$ cat config.mk
export PLATFORM = sky130hd
export DESIGN_NAME = ring_addr_gen
export DESIGN_NICKNAME = d
export VERILOG_FILES = /design/src/rtl/ring_pkg.sv /design/src/rtl/ring_top_calc.sv /design/src/rtl/ring_start_check.sv /design/src/rtl/ring_step.sv /design/src/rtl/ring_addr_gen.sv
export SDC_FILE = /design/constraint.sdc
export NUM_CORES = 1
export LEC_CHECK = 0
export BUFFER_PORTS_ARGS = -buffer_cell sky130_fd_sc_hd__buf_2
export CAP_MARGIN = 10
export CORE_AREA = 5 5 140 142
export DETAILED_ROUTE_END_ITERATION = 7
export DIE_AREA = 0 0 145 147
export PLACE_DENSITY_LB_ADDON = 0.2
export SETUP_SLACK_MARGIN = 0.4
export SLEW_MARGIN = 10
export SYNTH_ARGS = -nofsm -noshare
export SYNTH_HDL_FRONTEND = slang
export SYNTH_SLANG_ARGS = --single-unit
$ cat constraint.sdc
create_clock -name clk -period 10.5 [get_ports clk]
set_clock_uncertainty 0.1 [all_clocks]
set_input_delay 2.625 -clock clk [delete_from_list [all_inputs] [get_ports clk]]
set_output_delay 2.625 -clock clk [all_outputs]
set_load 0.01 [all_outputs]
$ cat src/rtl/ring_pkg.sv
package ring_pkg;

    typedef enum logic [1:0] {
        MODE_PLAIN   = 2'b00,
        MODE_FIFO    = 2'b01,
        MODE_SCRATCH = 2'b10,
        MODE_PLAIN2  = 2'b11
    } ring_mode_e;

    typedef enum logic [1:0] {
        ST_IDLE,
        ST_CHECK,
        ST_RUN,
        ST_FAULT
    } ring_state_e;

endpackage

$ cat src/rtl/ring_top_calc.sv
module ring_top_calc #(
    parameter int AW = 24
) (
    input  logic [AW-1:0] base,
    input  logic [AW-1:0] size_m1,
    output logic [AW-1:0] last
);
    localparam logic [AW-1:0] ALL_ONES = '1;

    logic [AW:0] sum_w;

    always_comb begin
        sum_w = {1'b0, base} + {1'b0, size_m1};
        last  = sum_w[AW] ? ALL_ONES : sum_w[AW-1:0];
    end
endmodule

$ cat src/rtl/ring_start_check.sv
module ring_start_check
    import ring_pkg::*;
#(
    parameter int AW = 24
) (
    input  ring_mode_e    mode,
    input  logic [AW-1:0] first,
    input  logic [AW-1:0] base,
    input  logic [AW-1:0] last,
    output logic [AW-1:0] start_addr,
    output logic          fault,
    output logic          linear
);
    always_comb begin
        start_addr = first;
        fault      = 1'b0;
        linear     = 1'b0;
        unique case (mode)
            MODE_FIFO: begin
                if (first < base) begin
                    start_addr = base;
                end else if (first > last) begin
                    fault = 1'b1;
                end
            end
            MODE_SCRATCH: begin
                linear = (first > last);
            end
            MODE_PLAIN, MODE_PLAIN2: begin
                linear = 1'b1;
            end
        endcase
    end
endmodule

$ cat src/rtl/ring_step.sv
module ring_step #(
    parameter int AW = 24
) (
    input  logic [AW-1:0] cur,
    input  logic [AW-1:0] base,
    input  logic [AW-1:0] last,
    input  logic          linear,
    output logic [AW-1:0] next
);
    localparam logic [AW-1:0] ONE = {{(AW-1){1'b0}}, 1'b1};

    always_comb begin
        if (!linear && (cur == last)) begin
            next = base;
        end else begin
            next = cur + ONE;
        end
    end
endmodule

$ cat src/rtl/ring_addr_gen.sv
module ring_addr_gen
    import ring_pkg::*;
#(
    parameter int AW = 24
) (
    input  logic          clk,
    input  logic          rst_n,
    input  logic          start,
    input  logic [1:0]    cfg_mode,
    input  logic [AW-1:0] cfg_base,
    input  logic [AW-1:0] cfg_size_m1,
    input  logic [AW-1:0] cfg_first,
    input  logic          adv,
    output logic [AW-1:0] addr,
    output logic          addr_valid,
    output logic          err,
    output logic          lin
);
    ring_state_e   state_q, state_d;
    ring_mode_e    mode_q;
    logic [AW-1:0] base_q, size_q, first_q, addr_q;
    logic          lin_q;

    logic [AW-1:0] last_w, start_addr_w, next_w;
    logic          fault_w, linear_w;

    ring_top_calc #(.AW(AW)) top_calc_i (
        .base    (base_q),
        .size_m1 (size_q),
        .last    (last_w)
    );

    ring_start_check #(.AW(AW)) start_check_i (
        .mode       (mode_q),
        .first      (first_q),
        .base       (base_q),
        .last       (last_w),
        .start_addr (start_addr_w),
        .fault      (fault_w),
        .linear     (linear_w)
    );

    ring_step #(.AW(AW)) step_i (
        .cur    (addr_q),
        .base   (base_q),
        .last   (last_w),
        .linear (lin_q),
        .next   (next_w)
    );

    // next-state decision
    always_comb begin
        state_d = state_q;
        if (start) begin
            state_d = ST_CHECK;
        end else begin
            unique case (state_q)
                ST_IDLE:  state_d = ST_IDLE;
                ST_CHECK: state_d = fault_w ? ST_FAULT : ST_RUN;
                ST_RUN:   state_d = ST_RUN;
                ST_FAULT: state_d = ST_FAULT;
            endcase
        end
    end

    // state register
    always_ff @(posedge clk or negedge rst_n) begin
        if (!rst_n) begin
            state_q <= ST_IDLE;
        end else begin
            state_q <= state_d;
        end
    end

    // datapath registers
    always_ff @(posedge clk or negedge rst_n) begin
        if (!rst_n) begin
            mode_q  <= MODE_PLAIN;
            base_q  <= '0;
            size_q  <= '0;
            first_q <= '0;
            addr_q  <= '0;
            lin_q   <= 1'b0;
        end else if (start) begin
            mode_q  <= ring_mode_e'(cfg_mode);
            base_q  <= cfg_base;
            size_q  <= cfg_size_m1;
            first_q <= cfg_first;
        end else if (state_q == ST_CHECK) begin
            addr_q <= start_addr_w;
            lin_q  <= linear_w;
        end else if (state_q == ST_RUN && adv) begin
            addr_q <= next_w;
        end
    end

    // outputs
    always_comb begin
        addr       = addr_q;
        addr_valid = 1'b0;
        err        = 1'b0;
        lin        = 1'b0;
        unique case (state_q)
            ST_IDLE, ST_CHECK: ;
            ST_RUN: begin
                addr_valid = 1'b1;
                lin        = lin_q;
            end
            ST_FAULT: err = 1'b1;
        endcase
    end
endmodule

==> impl_metrics.toml, run 1 <==
[outcome]
outcome = "complete, no violations"

[sta]
max-slew-margin-rel_pct = 14.9
post-route-period-util_pct = 51.1
totalNegativeSetupSlack_ns = 0
final_period_minus_worst_setup_slack_ns = 5.37
worst_slew_pin_slew_ns = 1.27
final_critical_path_setup_slack_ns = 5.13
grt_setup_unrepaired = "no"
max_freq_mhz = 186
setup_violations = 0
maxSlewViolCount = 0
final_report_hold_violation_count = 0

[yosys]
yosys_warnings = 0
postSynthAreaPerCell_um2 = 8.92
postSynthNetCount = 1052
synth_cell_type_count = 73
post_synth_edffs = 0
post-synth-top-area-fraction_pct = 31.5
syn_area_um2 = 8010
postSynthCellCount = 898
synth_area_leaders = "sky130_fd_sc_hd__dfrtp_1, sky130_fd_sc_hd__ha_1, sky130_fd_sc_hd__mux2_2"
sequential_cell_area_fraction_in_the_yosys_report_pct = 31.5
synth.ff_latch_count = 101
postSynth.asyncResetShare_pct = 100
postSynth.topFlopCell = "sky130_fd_sc_hd__dfrtp_1"
cell_type_contributing_the_most_total_cell_area_after_synthesis = "sky130_fd_sc_hd__dfrtp_1"

[clocking]
cts_resized = 0
clkSlewWorstSetupHoldPaths_ns = 0.07
clkSinkCount = 101
clockRootBuffer = "sky130_fd_sc_hd__clkbuf_16"
clk_latency_ns = 0.36
ctsHtreeMaxLevel = 3
cts_inserted_buffers = 9
max-clock-path-buffers = 2
cts_tree = "done"
cts.hold.buffers_added = 0
post_cts_buffers = 0

[place]
placed_cells = 1198
gp_routability_congestion = 0.939
place.port_buffers = 104
hpwlAfterDp_um = 19100
pre_cts_ws_ns = 5.15
dpl-instance-area_um2 = 8690

[grt]
global_route.overflow_total = 0
grt_antenna_before_repair = 0
first_pass_grt_wire_length_um = 39700
grt_max_degree = 65
first_global_vias = 6992
all_layer_gr_usage_pct = 23.2

[critical_path]
critical-path-max-stage-delay_ns = 1.02
data_required_time_at_the_worst_endpoint_ns = 10.67
worst_path_max_delay_cell = "sky130_fd_sc_hd__a21boi_1"
critPathBufInv = 1
rr_worst_depth = 14
crit_cells = 14
r2r_setup_slack_ns = 5.13
endpoint_kind = "register"
timing.critical_path.fanout_max = 16
data_arrival_at_the_endpoint_of_the_critical_path_ns = 5.53
cp-start-kind = "register"
critical_path_class = "register to register"
worstPathCellList = "ha_1, fa_1, nand3_1, a21oi_1, o211a_1, o211ai_2, nand2_1, buf_4, a2111oi_0, a2111oi_0, and4_1, a21boi_1, a22oi_1, o221ai_1"
crit_family = "compound AO/OA/AOI/OAI gates"
worst_path_most_repeated_cell = "sky130_fd_sc_hd__a2111oi_0"

[floorplanning]
floorplan.core_area_um2 = 18300
start_util_pct = 43.7
pin_count = 105
die_y_um = 147
fp.dieArea_um2 = 21300
rows = 50
die_width_um = 145

[detailed_routing]
first_pass_iters = 5
detail_route.wl_per_cell_um = 20.5
route.detailed.vias_per_inst = 5.99
dr_total_vias = 7274
drc_errors = 0
ant_nets = 0
detailedRoute.firstIterationViolations = 611
route.final.wire_length_um = 24900

[finish]
layout.core_utilization_pct = 48.9
areaGrowthSynthToFinish_pct = 12.0
post_layout_nonfiller_instances = 1214
final_nets = 1129
num_antenna_cells = 0
post-route-cell-area_um2 = 8970
filler_cell_count = 1770
drive_above_1_share_pct = 19.4

[flow_run]
drv_cap = 0

[power]
power_density_nw_per_um2 = 183
max-vdd-ir-drop_v = 0.0000966
reported_leakage_power_nw = 4.22

[hold_path]
hold_depth = 1
hp-class = "register to register"
## cell type report
type / instances / area (µm²) / area share (%)
Tap cell: 234 / 293 / 3.26
Multi-Input combinational cell: 695 / 5080 / 56.6
Inverter: 58 / 218 / 2.43
Sequential cell: 101 / 2530 / 28.2
Timing Repair Buffer: 110 / 571 / 6.36
Clock inverter: 6 / 46.3 / 0.516
Clock buffer: 10 / 239 / 2.66
## state kept, by name (all words and copies together) (netlist names)
name	cells
addr	24
first_q	24
state_q	2
base_q	24
lin_q	1
mode_q	2
size_q	24
## power by group
part | switching [mW] | total (mW) | internal (mW) | leakage, nW
Sequential | 0.114 | 0.566 | 0.452 | 1.20
Clock | 0.165 | 0.335 | 0.169 | 0.135
Combinational | 0.426 | 0.739 | 0.313 | 2.89
Total | 0.705 | 1.64 | 0.934 | 4.22
## synth_stat cells, types with 5 or more instances
master                      number
sky130_fd_sc_hd__a22oi_1        11
sky130_fd_sc_hd__nor2_1         60
sky130_fd_sc_hd__dfrtp_1       101
sky130_fd_sc_hd__xor2_1         12
sky130_fd_sc_hd__o21ai_0        53
sky130_fd_sc_hd__xnor2_1        14
sky130_fd_sc_hd__o21ai_1         5
sky130_fd_sc_hd__a21o_1         32
sky130_fd_sc_hd__clkbuf_1       30
sky130_fd_sc_hd__or3_1           9
sky130_fd_sc_hd__a211oi_1        7
sky130_fd_sc_hd__ha_1           75
sky130_fd_sc_hd__nand2_1        76
sky130_fd_sc_hd__a21oi_1        58
sky130_fd_sc_hd__o221ai_1       12
sky130_fd_sc_hd__and4_1          8
sky130_fd_sc_hd__and3_1          6
sky130_fd_sc_hd__nor2b_1         5
sky130_fd_sc_hd__buf_2           8
sky130_fd_sc_hd__inv_1          58
sky130_fd_sc_hd__a221o_1         8
sky130_fd_sc_hd__o21a_1         15
sky130_fd_sc_hd__mux2_2         47
sky130_fd_sc_hd__and2_1          7
sky130_fd_sc_hd__a31oi_1        10
sky130_fd_sc_hd__o211ai_1       10
sky130_fd_sc_hd__o2111ai_1       6
sky130_fd_sc_hd__nand2b_1        7
sky130_fd_sc_hd__a32oi_1         6
sky130_fd_sc_hd__a211o_1         5
sky130_fd_sc_hd__nand3_1        19
sky130_fd_sc_hd__nand4_1        27
sky130_fd_sc_hd__nor3_1         16
## cells by family after synthesis
group                    after synthesis  share of synthesized area, %
buffers and inverters                102                          5.09
multiplexers                          51                          7.10
flip-flops                           101                          31.5
AO/OA/AOI/OAI                        278                          24.1
adder cells (fa/ha/maj)               76                          12.0
AND/OR/NAND/NOR                      260                          16.2
XOR/XNOR                              30                          3.97
## worst reg2reg max path: stages, from the launching register on
cell                        delay (ns)
sky130_fd_sc_hd__dfrtp_1          0.44
sky130_fd_sc_hd__ha_1             0.25
sky130_fd_sc_hd__fa_1             0.44
sky130_fd_sc_hd__nand3_1          0.21
sky130_fd_sc_hd__a21oi_1          0.15
sky130_fd_sc_hd__o211a_1          0.30
sky130_fd_sc_hd__o211ai_2         0.46
sky130_fd_sc_hd__nand2_1          0.22
sky130_fd_sc_hd__buf_4            0.25
sky130_fd_sc_hd__a2111oi_0        0.61
sky130_fd_sc_hd__a2111oi_0        0.14
sky130_fd_sc_hd__and4_1           0.32
sky130_fd_sc_hd__a21boi_1         1.02
sky130_fd_sc_hd__a22oi_1          0.21
sky130_fd_sc_hd__o221ai_1         0.16
## placed cells by master, fill, tap and decap left out, types with 7 or more instances in the layout
cell type	count
sky130_fd_sc_hd__and4_1	8
sky130_fd_sc_hd__inv_1	58
sky130_fd_sc_hd__a211oi_1	7
sky130_fd_sc_hd__mux2_2	47
sky130_fd_sc_hd__clkbuf_16	9
sky130_fd_sc_hd__o221ai_1	12
sky130_fd_sc_hd__o211ai_1	10
sky130_fd_sc_hd__buf_2	102
sky130_fd_sc_hd__ha_1	75
sky130_fd_sc_hd__buf_4	8
sky130_fd_sc_hd__nand2_1	76
sky130_fd_sc_hd__o21a_1	15
sky130_fd_sc_hd__dfrtp_1	101
sky130_fd_sc_hd__xnor2_1	14
sky130_fd_sc_hd__a22oi_1	11
sky130_fd_sc_hd__a31oi_1	10
sky130_fd_sc_hd__xor2_1	12
sky130_fd_sc_hd__o21ai_0	53
sky130_fd_sc_hd__nand4_1	27
sky130_fd_sc_hd__and2_1	7
sky130_fd_sc_hd__a21o_1	32
sky130_fd_sc_hd__nand2b_1	7
sky130_fd_sc_hd__a221o_1	8
sky130_fd_sc_hd__or3_1	9
sky130_fd_sc_hd__nor2_1	60
sky130_fd_sc_hd__nor3_1	16
sky130_fd_sc_hd__a21oi_1	58
sky130_fd_sc_hd__nand3_1	19
## per-stage QoR
step	hold slack [ns]	total power, mW
final	0.423	1.64
after global placement	0.393	1.29
after CTS	0.426	1.64
after detailed placement	0.405	1.30
after floorplan	0.383	1.05
after global routing	0.439	1.75
## layer usage
layer  part of all wire, %  track usage, %  vias to the layer above
met2                    47            36.9                      252
li1                      -               -                     3523
met3                   5.2            3.58                       45
met4                   2.6            7.49                        0
met5                     0               0                        -
met1                    46            32.6                     3454
## path summary, 6_finish.rpt
kind | start | end
hold reg to reg | size_q[13] | size_q[13]
setup reg to reg | base_q[0] | addr[23]
hold / removal | size_q[13] | size_q[13]
max in group asynchronous | rst_n | base_q[22]
min in group asynchronous | rst_n | first_q[4]
setup / recovery | base_q[0] | addr[23]
Note: power is estimated with default switching activity, not from simulation.
==> inputs of run 2 (changes only) <==
clock period = 5.2 ns   (was 10.5 ns; I/O delays follow)
==> run 2 against run 1 <==
  * Critical path depth grew 6
  * Clock-buffer cell count grew 1
  * Die area is the same
  * Largest cell class unchanged
  * Hold slack lost 0.0079 ns
  * Clock power grew 110%
==> impl_metrics.toml, run 2 (synthesis results as in run 1) <==
[floorplanning]
pin_count = 105
rows = 50
fp.dieArea_um2 = 21300
die_width_um = 145
start_util_pct = 43.7
die_y_um = 147
floorplan.core_area_um2 = 18300

[critical_path]
data_required_time_at_the_worst_endpoint_ns = 5.34
worstPathCellList = "ha_1, fa_1, nand3_2, a21oi_1, o211a_1, o211a_4, or3_1, inv_1, ha_1, a21o_1, a21o_1, a21o_1, a21oi_1, nor2b_1, o21ai_0, nand2b_1, a21oi_2, a31oi_1, a21oi_1, o31ai_1"
crit_family = "compound AO/OA/AOI/OAI gates"
timing.critical_path.fanout_max = 5
cp-start-kind = "register"
startpoint = "base_q[0]"
rr_worst_depth = 20
r2r_end = "lin_q"
endpoint_kind = "register"
critical-path-max-stage-delay_ns = 0.45
r2r_setup_slack_ns = 0.62
critical_path_class = "register to register"
timing.rr.start = "base_q[0]"
worst_path_max_delay_cell = "sky130_fd_sc_hd__fa_1"
data_arrival_at_the_endpoint_of_the_critical_path_ns = 4.72
critPathBufInv = 1

[place]
gp_routability_congestion = 0.979
place.port_buffers = 104
dpl-instance-area_um2 = 8760
hpwlAfterDp_um = 19400

[grt]
grt_antenna_before_repair = 0
all_layer_gr_usage_pct = 22.9
grt_max_degree = 75
first_global_vias = 7089
first_pass_grt_wire_length_um = 39300
global_route.overflow_total = 0

[sta]
maxSlewViolCount = 0
worst_slew_pin_slew_ns = 0.982
post-route-period-util_pct = 88.1
setup_violations = 0
totalNegativeSetupSlack_ns = 0
final_period_minus_worst_setup_slack_ns = 4.58
max_freq_mhz = 218
max-slew-margin-rel_pct = 34.5
grt_setup_unrepaired = "yes"
final_report_hold_violation_count = 0

[finish]
final_cell_mix = "sky130_fd_sc_hd__buf_2, sky130_fd_sc_hd__dfrtp_1, sky130_fd_sc_hd__nand2_1, sky130_fd_sc_hd__ha_1, sky130_fd_sc_hd__nor2_1"
post-route-cell-area_um2 = 9130
num_antenna_cells = 0
layout.cells.most_common = "sky130_fd_sc_hd__buf_2"
areaGrowthSynthToFinish_pct = 13.9
drive_above_1_share_pct = 20.8
final_nets = 1139
layout.core_utilization_pct = 49.8

[clocking]
ctsHtreeMaxLevel = 3
clkSinkCount = 101
clockRootBuffer = "sky130_fd_sc_hd__clkbuf_16"
cts_tree = "done"
max-clock-path-buffers = 2
cts_inserted_buffers = 9
clkSlewWorstSetupHoldPaths_ns = 0.07
clk_latency_ns = 0.35

[hold_path]
worstHoldStart = "size_q[14]"
hp-class = "register to register"
worstHoldEndpoint = "size_q[14]"
hold_depth = 1

[detailed_routing]
first_pass_iters = 5
detail_route.wl_per_cell_um = 20.3
ant_nets = 0
route.final.wire_length_um = 24800
route.detailed.vias_per_inst = 5.98
detailedRoute.firstIterationViolations = 556
drc_errors = 0
dr_total_vias = 7310

[power]
power_density_nw_per_um2 = 369
reported_leakage_power_nw = 4.29
power_mw = 3.37
max-vdd-ir-drop_v = 0.000199

[flow_run]
drv_cap = 0

[outcome]
outcome = "complete, no violations"
[run 2: cell count changes in the layout (fill, tap and decap cells not counted), sizes merged]
| cell | change |
|---|---|
| buf | +10 |
| clkbuf | +1 |
| inv | -2 |
| bufinv | +1 |
| clkinvlp | -1 |
[run 2: worst max path at each step]
stage | end | slack (ns) | cells past startpoint
after floorplan | lin_q | 0.82 | 22
after global placement | addr[1] | 0.52 | 14
after detailed placement | addr[1] | 0.43 | 14
after CTS | lin_q | 0.44 | 20
after global routing | lin_q | 0.39 | 20
final | lin_q | 0.62 | 20
[run 2: layout make-up]
cell class                      instances  area, µm²
Sequential cell                       101       2530
Multi-Input combinational cell        695       5130
Clock buffer                           11        253
Timing Repair Buffer                  120        658
Clock inverter                          4       47.5
Inverter                               58        218
Fill cell                            1782       9200
Tap cell                              234        293
[run 2: what timing repair did]
item,4_1_cts,5_1_grt
pin swaps,0,1
cloned,0,0
hold endpoints to repair,0,0
endpoints found under the setup margin,1,21
hold buffers,0,0
setup buffers,0,2
resized for setup,1,10
[run 2: routing by layer]
layer	wire (µm)	vias to the layer above	track usage, %	part of all wire [%]
li1	-	3528	-	-
met1	11300	3520	32.4	45
met2	11500	231	36.3	46
met3	1530	31	3.55	6.2
met4	506	0	6.83	2.0
met5	0	-	0	0
[run 2: through the flow]
step | hold slack [ns] | std cells | worst slack (ns)
after CTS | 0.419 | 1221 | 0.436
after detailed placement | 0.402 | 1206 | 0.426
after global placement | 0.395 | 1206 | 0.524
after floorplan | 0.383 | 898 | 0.822
final | 0.415 | 1223 | 0.619
after global routing | 0.435 | 1223 | 0.394
[run 2: power by group]
part	internal (mW)	switching (mW)	leakage, nW	total [mW]
clock	0.395	0.301	0.147	0.696
sequential	0.913	0.229	1.20	1.14
combinational	0.648	0.883	2.94	1.53
==> inputs of run 3 (changes only) <==
ABC_AREA = 1   (was unset)
CAP_MARGIN = 20   (was 10)
CORE_AREA = 5 5 146 148   (was 5 5 140 142)
DIE_AREA = 0 0 151 153   (was 0 0 145 147)
==> run 3 against run 2 <==
  * Cell count is 43% higher
  * Flip-flop and latch count did not move
  * Total power decreased by 2.8%
  * Hold slack worse by 0.031 ns
  * Via count is 21% higher
  * Non-clock buffer count fell by 11
  * Sequential share of layout area fell by 1.8 points
  * Register-to-register slack improved by 0.55 ns
  * Largest cell class unchanged
==> impl_metrics.toml, run 3 <==
[power]
power.internal_mw = 1.77
power_density_nw_per_um2 = 335
power_mw = 3.27
netSwitchingPower_mw = 1.50
max-vdd-ir-drop_v = 0.000218
reported_leakage_power_nw = 5.67
clkPwrFrac_pct = 20.9
seq_power_share_pct = 33.9
power.share.switching_pct = 45.9
power_frac_comb_pct = 45.1

[hold_path]
hp-class = "register to register"

[grt]
grt_max_degree = 68
grt_antenna_before_repair = 0
all_layer_gr_usage_pct = 24.4
global_route.overflow_total = 0
first_pass_grt_wire_length_um = 44900
first_global_vias = 8588

[yosys]
synth-simple-area-share_pct = 38.4
postSynth.asyncResetShare_pct = 100
syn_area_um2 = 8810
yosys.area_share.adder_pct = 10.9
post-synth-top-count-cell = "sky130_fd_sc_hd__nand2_1"
synth_area_leaders = "sky130_fd_sc_hd__dfrtp_1, sky130_fd_sc_hd__nand2_1, sky130_fd_sc_hd__ha_1"
postSynthCellCount = 1395
cell_type_contributing_the_most_total_cell_area_after_synthesis = "sky130_fd_sc_hd__dfrtp_1"
postSynthAreaPerCell_um2 = 6.31
synth_top_family_by_area = "simple AND/OR/NAND/NOR gates"
yosys_warnings = 0
post-synth-top-area-fraction_pct = 28.7
post_synth_most_frequent_cells = "sky130_fd_sc_hd__nand2_1, sky130_fd_sc_hd__inv_1, sky130_fd_sc_hd__dfrtp_1, sky130_fd_sc_hd__nand3_1, sky130_fd_sc_hd__ha_1"
synth_xor_area_share_pct = 2.98
muxShareOfSynthArea_pct = 0
sequential_cell_area_fraction_in_the_yosys_report_pct = 28.7
postSynth.topFlopCell = "sky130_fd_sc_hd__dfrtp_1"
postSynthNetCount = 1549
synth_compound_area_share_pct = 8.34
synth_cell_type_count = 40
post_synth_edffs = 0
synth.ff_latch_count = 101

[finish]
drive_above_1_share_pct = 10.3
post_layout_nonfiller_instances = 1747
areaGrowthSynthToFinish_pct = 11.0
layout.core_utilization_pct = 49.1
final_cell_mix = "sky130_fd_sc_hd__nand2_1, sky130_fd_sc_hd__inv_1, sky130_fd_sc_hd__buf_2"
num_antenna_cells = 0
final_nets = 1626
layout.cells.most_common = "sky130_fd_sc_hd__nand2_1"

[place]
gp_routability_congestion = 0.942
place.port_buffers = 104
placed_cells = 1731
hpwlAfterDp_um = 21400

[outcome]
outcome = "complete, no violations"

[critical_path]
cp-start-kind = "register"
critical-path-max-stage-delay_ns = 0.56
worst_path_max_delay_cell = "sky130_fd_sc_hd__nor2_4"
endpoint_kind = "register"
data_arrival_at_the_endpoint_of_the_critical_path_ns = 4.17
critical_path_class = "register to register"
data_required_time_at_the_worst_endpoint_ns = 5.34
worstPathCellList = "ha_1, fa_1, nand3_1, nand3_1, nand2_1, nand2_2, nand2_2, nand3_4, inv_4, nand3_1, nand2_1, nand2_1, nor2_1, nand2_1, nor2_4, nand3_1, nand3_1, nand2_1, nand2_1, nand2_1"
worst_path_most_repeated_cell = "sky130_fd_sc_hd__nand2_1"
timing.critical_path.fanout_max = 33

[detailed_routing]
route.final.wire_length_um = 27200
first_pass_iters = 5
detail_route.wl_per_cell_um = 15.6
route.detailed.vias_per_inst = 5.06
ant_nets = 0
detailedRoute.firstIterationViolations = 686
drc_errors = 0
dr_total_vias = 8832

[clocking]
clkSinkCount = 101
ctsHtreeMaxLevel = 3
clk_latency_ns = 0.37
clkSlewWorstSetupHoldPaths_ns = 0.07
cts_tree = "done"
cts.hold.buffers_added = 0
max-clock-path-buffers = 2
post_cts_buffers = 0
cts_inserted_buffers = 9
clockRootBuffer = "sky130_fd_sc_hd__clkbuf_16"
cts_resized = 0

[floorplanning]
fp.dieArea_um2 = 23100
die_y_um = 153
start_util_pct = 44.2
die_width_um = 151
floorplan.core_area_um2 = 19900
rows = 52
pin_count = 105

[sta]
worst_slew_pin_slew_ns = 0.993
setup_violations = 0
totalNegativeSetupSlack_ns = 0
final_report_hold_violation_count = 0
max_freq_mhz = 248
maxSlewViolCount = 0
post-route-period-util_pct = 77.5
grt_setup_unrepaired = "no"
final_period_minus_worst_setup_slack_ns = 4.03
max-slew-margin-rel_pct = 33.6

[flow_run]
drv_cap = 0
run 3: worst paths after layout:
path	endpoint	slack, ns	from	cells past startpoint
max reg2reg	addr[17]	1.17	base_q[0]	20
min	size_q[6]	0.38	size_q[6]	2
min in group asynchronous	size_q[8]	0.91	rst_n	1
min reg2reg	size_q[6]	0.38	size_q[6]	2
max	addr[17]	1.17	base_q[0]	20
max in group asynchronous	base_q[21]	3.09	rst_n	2
run 3: metrics by stage:
| step | hold WS (ns) | worst slack, ns | cell area [µm²] |
|---|---|---|---|
| floorplan | 0.346 | 1.90 | 8810 |
| global placement | 0.368 | 1.13 | 9480 |
| detailed placement | 0.366 | 1.15 | 9480 |
| CTS | 0.390 | 1.21 | 9770 |
| global route | 0.411 | 0.716 | 9770 |
| finish | 0.383 | 1.17 | 9770 |
run 3: kinds of logic after synthesis:
family / after synthesis
buffers and inverters: 232
and+or+nand+nor: 816
AOI/OAI and AO/OA: 140
xor gates and xnor gates: 30
DFF: 101
adders and majority gates: 76
run 3: cell type report:
cell class,count,area (µm²)
fill,2172,10100
multi-input combinational,1062,5340
clock buffer,10,239
sequential,101,2530
tap,270,338
timing repair buffer,109,563
clock inverter,6,52.6
inverter,189,712
run 3: critical path, delay by kind of cell, from the launching register on:
family,cells,cell delay [ns]
simple gates,17,2.33
flops,1,0.39
fa+ha+maj,2,0.72
buf+inv,1,0.35
run 3: per-layer routing:
layer | wire, µm | vias up | track usage [%]
met2 | 12200 | 217 | 38.5
met4 | 399 | 0 | 5.40
met1 | 13100 | 4040 | 35.2
li1 | - | 4548 | -
met5 | 0 | - | 0
met3 | 1590 | 27 | 3.76
run 3: power groups by stage:
stage / clock, mW / combinational [mW] / sequential [mW]
2_1_floorplan: 0 / 1.05 / 1.06
4_1_cts: 0.709 / 1.48 / 1.11
6_report: 0.685 / 1.48 / 1.11
3_3_place_gp: 0 / 1.46 / 1.12
3_5_place_dp: 0 / 1.47 / 1.12
5_1_grt: 0.737 / 1.72 / 1.13
